[config.mk]
export PLATFORM = sky130hd
export DESIGN_NAME = pwm_prescaled
export DESIGN_NICKNAME = d
export VERILOG_FILES = /design/src/rtl/pwm_pkg.sv /design/src/rtl/pwm_regs.sv /design/src/rtl/pwm_prescaler.sv /design/src/rtl/pwm_wave.sv /design/src/rtl/pwm_prescaled.sv
export SDC_FILE = /design/constraint.sdc
export NUM_CORES = 1
export LEC_CHECK = 0
export BUFFER_PORTS_ARGS = -buffer_cell sky130_fd_sc_hd__buf_2
export CAP_MARGIN = 0
export CORE_MARGIN = 5
export CORE_UTILIZATION = 54
export DETAILED_ROUTE_END_ITERATION = 6
export PLACE_DENSITY = 0.88
export SLEW_MARGIN = 5
export SYNTH_ARGS = -nofsm -noshare
export SYNTH_HDL_FRONTEND = slang
export SYNTH_HIERARCHICAL = 1
export SYNTH_SLANG_ARGS = --single-unit
[constraint.sdc]
create_clock -name clk -period 5.1 [get_ports clk]
set_input_delay 1.02 -clock clk [delete_from_list [all_inputs] [get_ports clk]]
set_output_delay 1.02 -clock clk [all_outputs]
set_load 0.05 [all_outputs]
[src/rtl/pwm_pkg.sv]
package pwm_pkg;
    localparam int unsigned OFS_CTRL  = 0;
    localparam int unsigned OFS_COUNT = 4;

    localparam int unsigned BIT_RUN    = 0;
    localparam int unsigned BIT_SPARE  = 4;
    localparam int unsigned BIT_FREEZE = 11;
    localparam int unsigned BIT_EXPLO  = 15;
    localparam int unsigned POS_EXPHI  = 16;
    localparam int unsigned EXPHI_W    = 4;
    localparam int unsigned EXP_W      = EXPHI_W + 1;

    localparam int unsigned POS_PERIOD = 16;
    localparam int unsigned POS_HIGH   = 0;

    typedef struct packed {
        logic run;
        logic spare;
        logic freeze;
    } ctrl_flags_t;
endpackage

[src/rtl/pwm_regs.sv]
module pwm_regs
    import pwm_pkg::*;
#(
    parameter int unsigned CNT_W  = 10,
    parameter int unsigned ADDR_W = 8
) (
    input  logic              clk,
    input  logic              rst_n,
    input  logic              wr_en,
    input  logic [ADDR_W-1:0] addr,
    input  logic [31:0]       wdata,
    input  logic              commit,
    output logic [31:0]       rdata,
    output ctrl_flags_t       flags,
    output logic              pending,
    output logic [CNT_W-1:0]  per_act,
    output logic [CNT_W-1:0]  high_act,
    output logic [EXP_W-1:0]  exp_act
);
    typedef struct packed {
        ctrl_flags_t      flags;
        logic [CNT_W-1:0] per_sh;
        logic [CNT_W-1:0] high_sh;
        logic [EXP_W-1:0] exp_sh;
        logic [CNT_W-1:0] per_ac;
        logic [CNT_W-1:0] high_ac;
        logic [EXP_W-1:0] exp_ac;
        logic             pend;
    } reg_state_t;

    reg_state_t st_d, st_q;

    logic hit_ctrl, hit_count;
    assign hit_ctrl  = (addr == ADDR_W'(OFS_CTRL));
    assign hit_count = (addr == ADDR_W'(OFS_COUNT));

    always_comb begin
        st_d = st_q;
        if (commit) begin
            st_d.per_ac  = st_q.per_sh;
            st_d.high_ac = st_q.high_sh;
            st_d.exp_ac  = st_q.exp_sh;
            st_d.pend    = 1'b0;
        end
        if (wr_en && hit_ctrl) begin
            st_d.flags.run    = wdata[BIT_RUN];
            st_d.flags.spare  = wdata[BIT_SPARE];
            st_d.flags.freeze = wdata[BIT_FREEZE];
            st_d.exp_sh       = {wdata[POS_EXPHI +: EXPHI_W], wdata[BIT_EXPLO]};
            st_d.pend         = 1'b1;
        end
        if (wr_en && hit_count) begin
            st_d.per_sh  = wdata[POS_PERIOD +: CNT_W];
            st_d.high_sh = wdata[POS_HIGH +: CNT_W];
            st_d.pend    = 1'b1;
        end
    end

    always_ff @(posedge clk or negedge rst_n) begin
        if (!rst_n) st_q <= '0;
        else        st_q <= st_d;
    end

    always_comb begin
        rdata = '0;
        if (hit_ctrl) begin
            rdata[BIT_RUN]                = st_q.flags.run;
            rdata[BIT_SPARE]              = st_q.flags.spare;
            rdata[BIT_FREEZE]             = st_q.flags.freeze;
            rdata[BIT_EXPLO]              = st_q.exp_sh[0];
            rdata[POS_EXPHI +: EXPHI_W]   = st_q.exp_sh[EXP_W-1:1];
        end else if (hit_count) begin
            rdata[POS_PERIOD +: CNT_W] = st_q.per_sh;
            rdata[POS_HIGH +: CNT_W]   = st_q.high_sh;
        end
    end

    assign flags    = st_q.flags;
    assign pending  = st_q.pend;
    assign per_act  = st_q.per_ac;
    assign high_act = st_q.high_ac;
    assign exp_act  = st_q.exp_ac;
endmodule

[src/rtl/pwm_prescaler.sv]
module pwm_prescaler
    import pwm_pkg::*;
#(
    parameter int unsigned MAX_EXP = 24
) (
    input  logic             clk,
    input  logic             rst_n,
    input  logic             clear,
    input  logic [EXP_W-1:0] exp_code,
    output logic             tick
);
    localparam int unsigned PRE_W = (MAX_EXP > 0) ? MAX_EXP : 1;

    typedef struct packed {
        logic [PRE_W-1:0] pre;
    } pre_state_t;

    pre_state_t st_d, st_q;

    logic [EXP_W-1:0] eff_exp;
    logic [PRE_W-1:0] limit;

    always_comb begin
        eff_exp = (32'(exp_code) > MAX_EXP) ? EXP_W'(MAX_EXP) : exp_code;
        limit   = {PRE_W{1'b1}} >> (PRE_W - 32'(eff_exp));
    end

    assign tick = !clear && (st_q.pre == limit);

    always_comb begin
        st_d = st_q;
        if (clear || tick) st_d.pre = '0;
        else               st_d.pre = st_q.pre + 1'b1;
    end

    always_ff @(posedge clk or negedge rst_n) begin
        if (!rst_n) st_q <= '0;
        else        st_q <= st_d;
    end
endmodule

[src/rtl/pwm_wave.sv]
module pwm_wave #(
    parameter int unsigned CNT_W = 10
) (
    input  logic             clk,
    input  logic             rst_n,
    input  logic             clear,
    input  logic             tick,
    input  logic [CNT_W-1:0] period,
    input  logic [CNT_W-1:0] high_len,
    output logic [CNT_W-1:0] count,
    output logic             boundary,
    output logic             wave
);
    typedef struct packed {
        logic [CNT_W-1:0] cnt;
    } wave_state_t;

    wave_state_t st_d, st_q;

    assign boundary = tick && (st_q.cnt == period - 1'b1);

    always_comb begin
        st_d = st_q;
        if (clear)         st_d.cnt = '0;
        else if (boundary) st_d.cnt = '0;
        else if (tick)     st_d.cnt = st_q.cnt + 1'b1;
    end

    always_ff @(posedge clk or negedge rst_n) begin
        if (!rst_n) st_q <= '0;
        else        st_q <= st_d;
    end

    assign count = st_q.cnt;
    assign wave  = !clear && (st_q.cnt < high_len);
endmodule

[src/rtl/pwm_prescaled.sv]
module pwm_prescaled
    import pwm_pkg::*;
#(
    parameter int unsigned CNT_W   = 10,
    parameter int unsigned ADDR_W  = 8,
    parameter int unsigned MAX_EXP = 24
) (
    input  logic              clk,
    input  logic              rst_n,
    input  logic              bus_wr,
    input  logic [ADDR_W-1:0] bus_addr,
    input  logic [31:0]       bus_wdata,
    output logic [31:0]       bus_rdata,
    output logic              pwm_out
);
    ctrl_flags_t      flags;
    logic             pending;
    logic [CNT_W-1:0] per_act, high_act, count;
    logic [EXP_W-1:0] exp_act;
    logic             idle, tick, boundary, commit;

    assign idle   = !flags.run || (per_act == '0) || (high_act == '0);
    assign commit = pending && !flags.freeze && (idle || boundary);

    pwm_regs #(.CNT_W(CNT_W), .ADDR_W(ADDR_W)) u_regs (
        .clk(clk), .rst_n(rst_n), .wr_en(bus_wr), .addr(bus_addr),
        .wdata(bus_wdata), .commit(commit), .rdata(bus_rdata),
        .flags(flags), .pending(pending), .per_act(per_act),
        .high_act(high_act), .exp_act(exp_act)
    );

    pwm_prescaler #(.MAX_EXP(MAX_EXP)) u_pre (
        .clk(clk), .rst_n(rst_n), .clear(idle), .exp_code(exp_act), .tick(tick)
    );

    pwm_wave #(.CNT_W(CNT_W)) u_wave (
        .clk(clk), .rst_n(rst_n), .clear(idle), .tick(tick),
        .period(per_act), .high_len(high_act), .count(count),
        .boundary(boundary), .wave(pwm_out)
    );
endmodule

# [Word-level counts from Yosys, hierarchy flattened]
# Cells that the tools add are included.
[op_classes] n_addsub=4 order_cmp=2 n_eq_ne=3 shift=1 muxes=18 n_reduce_logical=19
[op_table] cell="10-bit 2-to-1 mux" count=5
[op_table] cell="24-bit by 32-bit >> shifter with 24-bit output (first input constant)" count=1
[op_table] cell="24-bit by 1-bit adder with 24-bit output (second input constant)" count=1
[op_table] cell="24-bit == test" count=1
[op_table] cell="24-bit 2-to-1 mux" count=1
[op_table] cell="10-bit logical NOT" count=2
[op_table] cell="10-bit by 1-bit adder with 10-bit output (second input constant)" count=1
[op_table] cell="10-bit == test" count=1
[op_table] cell="10-bit < comparator" count=1
[op_table] cell="5-bit 2-to-1 mux" count=2
[op_table] cell="10-bit by 1-bit subtractor with 10-bit output (second input constant)" count=1
[op_table] cell="8-bit by 3-bit == test with 1-bit output (second input constant)" count=1
[op_table] cell="8-bit logical NOT" count=1
[op_table] cell="1-bit logical AND" count=7
[op_table] cell="1-bit 2-to-1 mux" count=7
[op_table] cell="6-bit 2-to-1 mux" count=1
[op_table] cell="3-bit nonzero test" count=2
[op_table] cell="5-bit by 5-bit subtractor with 6-bit output (first input constant)" count=1
[op_table] cell="5-bit > comparator (second input constant)" count=1
[op_table] cell="1-bit logical OR" count=4
[op_table] cell="4-bit 2-to-1 mux" count=1
[op_table] cell="1-bit logical NOT" count=3
[op_table] cell="3-bit 2-to-1 mux" count=1
[totals] register_bits=88 inputBits=43 out_inout_bits=33 word_cells=59

# [Depth between registers and ports, before layout]
[logic_depth] ltp_word=12 mapped_depth=24 ltp_nobuf=16

# [Modules after synthesis]
# The synthesis kept the hierarchy.
[modules_own_cells] mod="pwm_regs" instances=1 cells_per_inst=190 area_each_um2=2618.8 seq_area_each_um2=1351.3
[modules_own_cells] mod="pwm_prescaler" instances=1 cells_per_inst=283 area_each_um2=2428.6 seq_area_each_um2=600.6
[modules_own_cells] mod="pwm_wave" instances=1 cells_per_inst=141 area_each_um2=1207.4 seq_area_each_um2=250.2
[modules_own_cells] mod="pwm_prescaled" instances=1 cells_per_inst=12 area_each_um2=66.3 seq_area_each_um2=0.0

# [Least setup slack after synthesis]
# Ideal clock, no wire load.
[synth_timing] path_type="register to register" from="register u_regs.st_q (netlist bit u_regs/exp_act[3])" to="register u_regs.st_q (netlist bit u_regs/exp_act[3])" setup_ns=0.125 arrival_ns=4.895 required_ns=4.975 slack_ns=0.081 stages_incl_launch_ff=22 path_buffers=6 period_less_slack_ns=5.019 path_cell_list="dfrtp_1 -> buf_4 -> buf_4 -> a21boi_1 -> inv_1 -> ha_1 -> buf_4 -> nand2b_1 -> a2bb2oi_2 -> buf_4 -> o21a_1 -> o2111ai_1 -> nor4_4 -> and3b_1 -> o2111ai_1 -> a2111oi_4 -> and4_2 -> a31oi_1 -> a311oi_1 -> clkbuf_1 -> buf_2 -> mux2_2"
[synth_between] elab_chain_len=9
[synth_lines] element="start: declaration" line_no="pwm_regs.sv:31" rtl="reg_state_t st_d, st_q;"
[synth_lines] element="start signal: assignment" line_no="pwm_regs.sv:61" rtl="else st_q <= st_d;"
[synth_lines] element="5-bit > comparator" line_no="pwm_prescaler.sv:24" rtl="eff_exp = (32'(exp_code) > MAX_EXP) ? EXP_W'(MAX_EXP) : exp_code;"
[synth_lines] element="5-bit 2-to-1 mux (*)" line_no="pwm_prescaler.sv:24"
[synth_lines] element="5-bit by 5-bit subtractor with 6-bit output (*)" line_no="pwm_prescaler.sv:25" rtl="limit = {PRE_W{1'b1}} >> (PRE_W - 32'(eff_exp));"
[synth_lines] element="24-bit by 32-bit >> shifter with 24-bit output (*)" line_no="pwm_prescaler.sv:25"
[synth_lines] element="24-bit == test (*)" line_no="pwm_prescaler.sv:28" rtl="assign tick = !clear && (st_q.pre == limit);"
[synth_lines] element="1-bit logical AND (*)" line_no="pwm_prescaler.sv:28"
[synth_lines] element="named net tick" line_no="pwm_prescaled.sv:20" rtl="logic idle, tick, boundary, commit;"
[synth_lines] element="1-bit logical AND (*)" line_no="pwm_wave.sv:20" rtl="assign boundary = tick && (st_q.cnt == period - 1'b1);"
[synth_lines] element="named net boundary" line_no="pwm_prescaled.sv:20"
[synth_lines] element="1-bit logical OR (*)" line_no="pwm_prescaled.sv:23" rtl="assign commit = pending && !flags.freeze && (idle || boundary);"
[synth_lines] element="1-bit logical AND (*)" line_no="pwm_prescaled.sv:23"
[synth_lines] element="named net commit" line_no="pwm_prescaled.sv:20"
# Mark *: on every way through the listed nets, which the timed path passes. The rest lies on a longest branch.
# A chain may end at the register's enable or synchronous reset.

# [Final worst setup path]
[layout_timing] from="register u_regs.st_q (netlist bit u_regs/exp_act[4])" to="register u_regs.st_q (netlist bit u_regs/high_act[3])"
# Same word-level chain as after synthesis.

==> impl_metrics.toml <==
[outcome]
status = "finished, final reports clean"

[placed_design]
io_buffers = 55
dp.final_hpwl_mm = 10.4
dp.cells = 777
gp_congestion = 0.985

[grt]
grt_pass1_vias = 4866
grt_antenna_before_repair = 0
grt_pass1_wl_mm = 24.4
grtUsageTotal_pct = 20.6
grt_max_degree = 89
grt-ovfl-total = 0

[route]
num_vias = 4780
drt_pass1_iterations = 5
drtIter0Drc = 354
routedWlPerCell_um = 18.2
ant_nets = 0
finalWirelength_mm = 14.4
drc_errors = 0
drt-vias-per-instance = 6.03

[power]
total_leakage_power_nw = 3.00
vdd_ir_drop_max_v = 0.000311
power_density_nw_per_um2 = 344
finalPower_mw = 2.32

[synthesis]
netlist_instances = 625
ys_warn_count = 6
avgSynthCellArea_sq_um = 10.1
syn_area_sq_um = 6310

[clock_tree]
clock_latency_ns = 0.34
root_buffer = "clkbuf_16"
path_clk_slew_ns = 0.07
cts_tree = "yes"
cts.sinks = 88
cts_buffers = 9
ctsHoldBuffers = 0
cts_max_level = 3
clockBufferDepth = 2

[timing]
finalCritPeriodShare_pct = 95.3
fin_tns_setup_ns = 0
tightest_slew_ns = 1.09
finalHoldViolations = 0
finClkSkew_ns = 0.00889
setup_viol = 0
period_minus_slack_ns = 4.86
drv_slew = 0
holdWs_ns = 0.518
maxSlewHeadroom_pct = 27.5
fmaxAchievable_mhz = 206

[worst_setup_path]
crit_chain = "a21boi_1 -> inv_1 -> ha_2 -> nand2b_1 -> nor3b_1 -> nor2_1 -> o21ai_1 -> o2111ai_1 -> nor4_4 -> and3b_1 -> o2111ai_1 -> a2111oi_4 -> and4_2 -> a31oi_1 -> a311oi_4 -> buf_12 -> mux2_2"
setup.worst_path.end_class = "flop"
critPathMostFrequentCell = "o2111ai_1"
cp_max_fo = 26
critPathLaunchType = "flop"
cp_slowest_cell = "dfrtp_1"
crit_type = "reg2reg"
max_stage_delay_ns = 0.49
crit_arrival_ns = 5.09
worstPathRequired_ns = 5.33

[floorplanning]
rows = 39
fp.dieArea_sq_um = 14000
die_x_um = 118
core-area_sq_um = 11400
io_pins = 76
fp.dieH_um = 118
start_util_pct = 55.3

[flow_run]
max_cap_viol_count = 0

[finish]
multi_input_area_sq_um = 3570
fin_util_pct = 59.1
area_growth_pct = 6.98
fill_cells = 911
layout.nets = 701
num_antenna_cells = 0
seqCellArea_sq_um = 2200
instances_no_fill = 793
drive_above_1_share_pct = 29.2

[min_path]
min_path_type = "reg2reg"
-- layout make-up --
cell class	instances	area share (%)
clock buffer	9	3.33
clock inverter	7	1.11
inverter	24	1.33
multi-input combinational	451	52.9
sequential	88	32.6
tap	143	2.65
timing repair buffer	71	6.08
-- metrics by stage --
stage          instance area [sq um]  worst slack (ns)
2_1_floorplan                   6350            0.0805
3_3_place_gp                    6440             0.278
3_5_place_dp                    6440             0.226
4_1_cts                         6740             0.201
5_1_grt                         6750           -0.0353
6_report                        6750             0.242
-- flip-flops by register name, summed over array words and instances (netlist names) --
signal	count
u_regs/pending	1
u_regs/st_q	25
u_regs/exp_act	5
u_regs/per_act	10
u_pre/st_q	24
u_wave/count	10
u_regs/flags	3
u_regs/high_act	10
-- per-layer routing --
layer	track usage [%]	wire length, um
met5	0	0
met4	7.10	285
met3	3.58	684
met2	33.1	7040
met1	28.3	6420
-- power by group --
part / total (mW) / internal, mW / leakage [nW] / switching [mW]
Clock: 0.657 / 0.347 / 0.144 / 0.310
Combinational: 0.877 / 0.316 / 1.63 / 0.561
Sequential: 0.788 / 0.734 / 1.22 / 0.0538
-- path summary, 6_finish.rpt --
kind | startpoint | to | slack, ns | depth (start not counted)
max | u_regs/exp_act[4] | u_regs/high_act[3] | 0.24 | 17
min | u_regs/flags[1] | u_regs/flags[1] | 0.52 | 1
max reg2reg | u_regs/exp_act[4] | u_regs/high_act[3] | 0.24 | 17
min reg2reg | u_regs/flags[1] | u_regs/flags[1] | 0.52 | 1
max in group asynchronous | rst_n | u_regs/exp_act[0] | 3.52 | 1
min in group asynchronous | rst_n | u_wave/count[7] | 0.89 | 1
-- repair_timing --
| action | 4_1_cts | 5_1_grt |
|---|---|---|
| resized for setup | 0 | 2 |
| setup buffers | 0 | 0 |
| endpoints found under the setup margin | 0 | 25 |
-- layout by cell type, fill, tap and decap left out, types with 9 or more instances in the layout --
cell and count:
clkbuf_16 9, o21ai_0 13, ha_1 12, a21oi_1 27
dfrtp_1 88, mux2_2 34, buf_2 54, buf_4 16
mux2i_1 11, nor3_1 12, nand2_1 35, xor2_1 19
and2_1 17, mux2_4 20, nor2_1 33, nand2b_1 10
nand3_1 23, inv_1 24, xnor2_1 21, a211oi_2 20
conb_1 10
-- worst max-delay path, delay by kind of cell, from the launching register on --
family                     cells  cell delay (ns)
muxes                          1             0.36
DFF                            1             0.49
AOI/OAI and AO/OA              7             1.55
adders and majority gates      1             0.34
buffers and inverters          2             0.35
and+or+nand+nor                6             1.63
(Power assumes the default switching activity.)
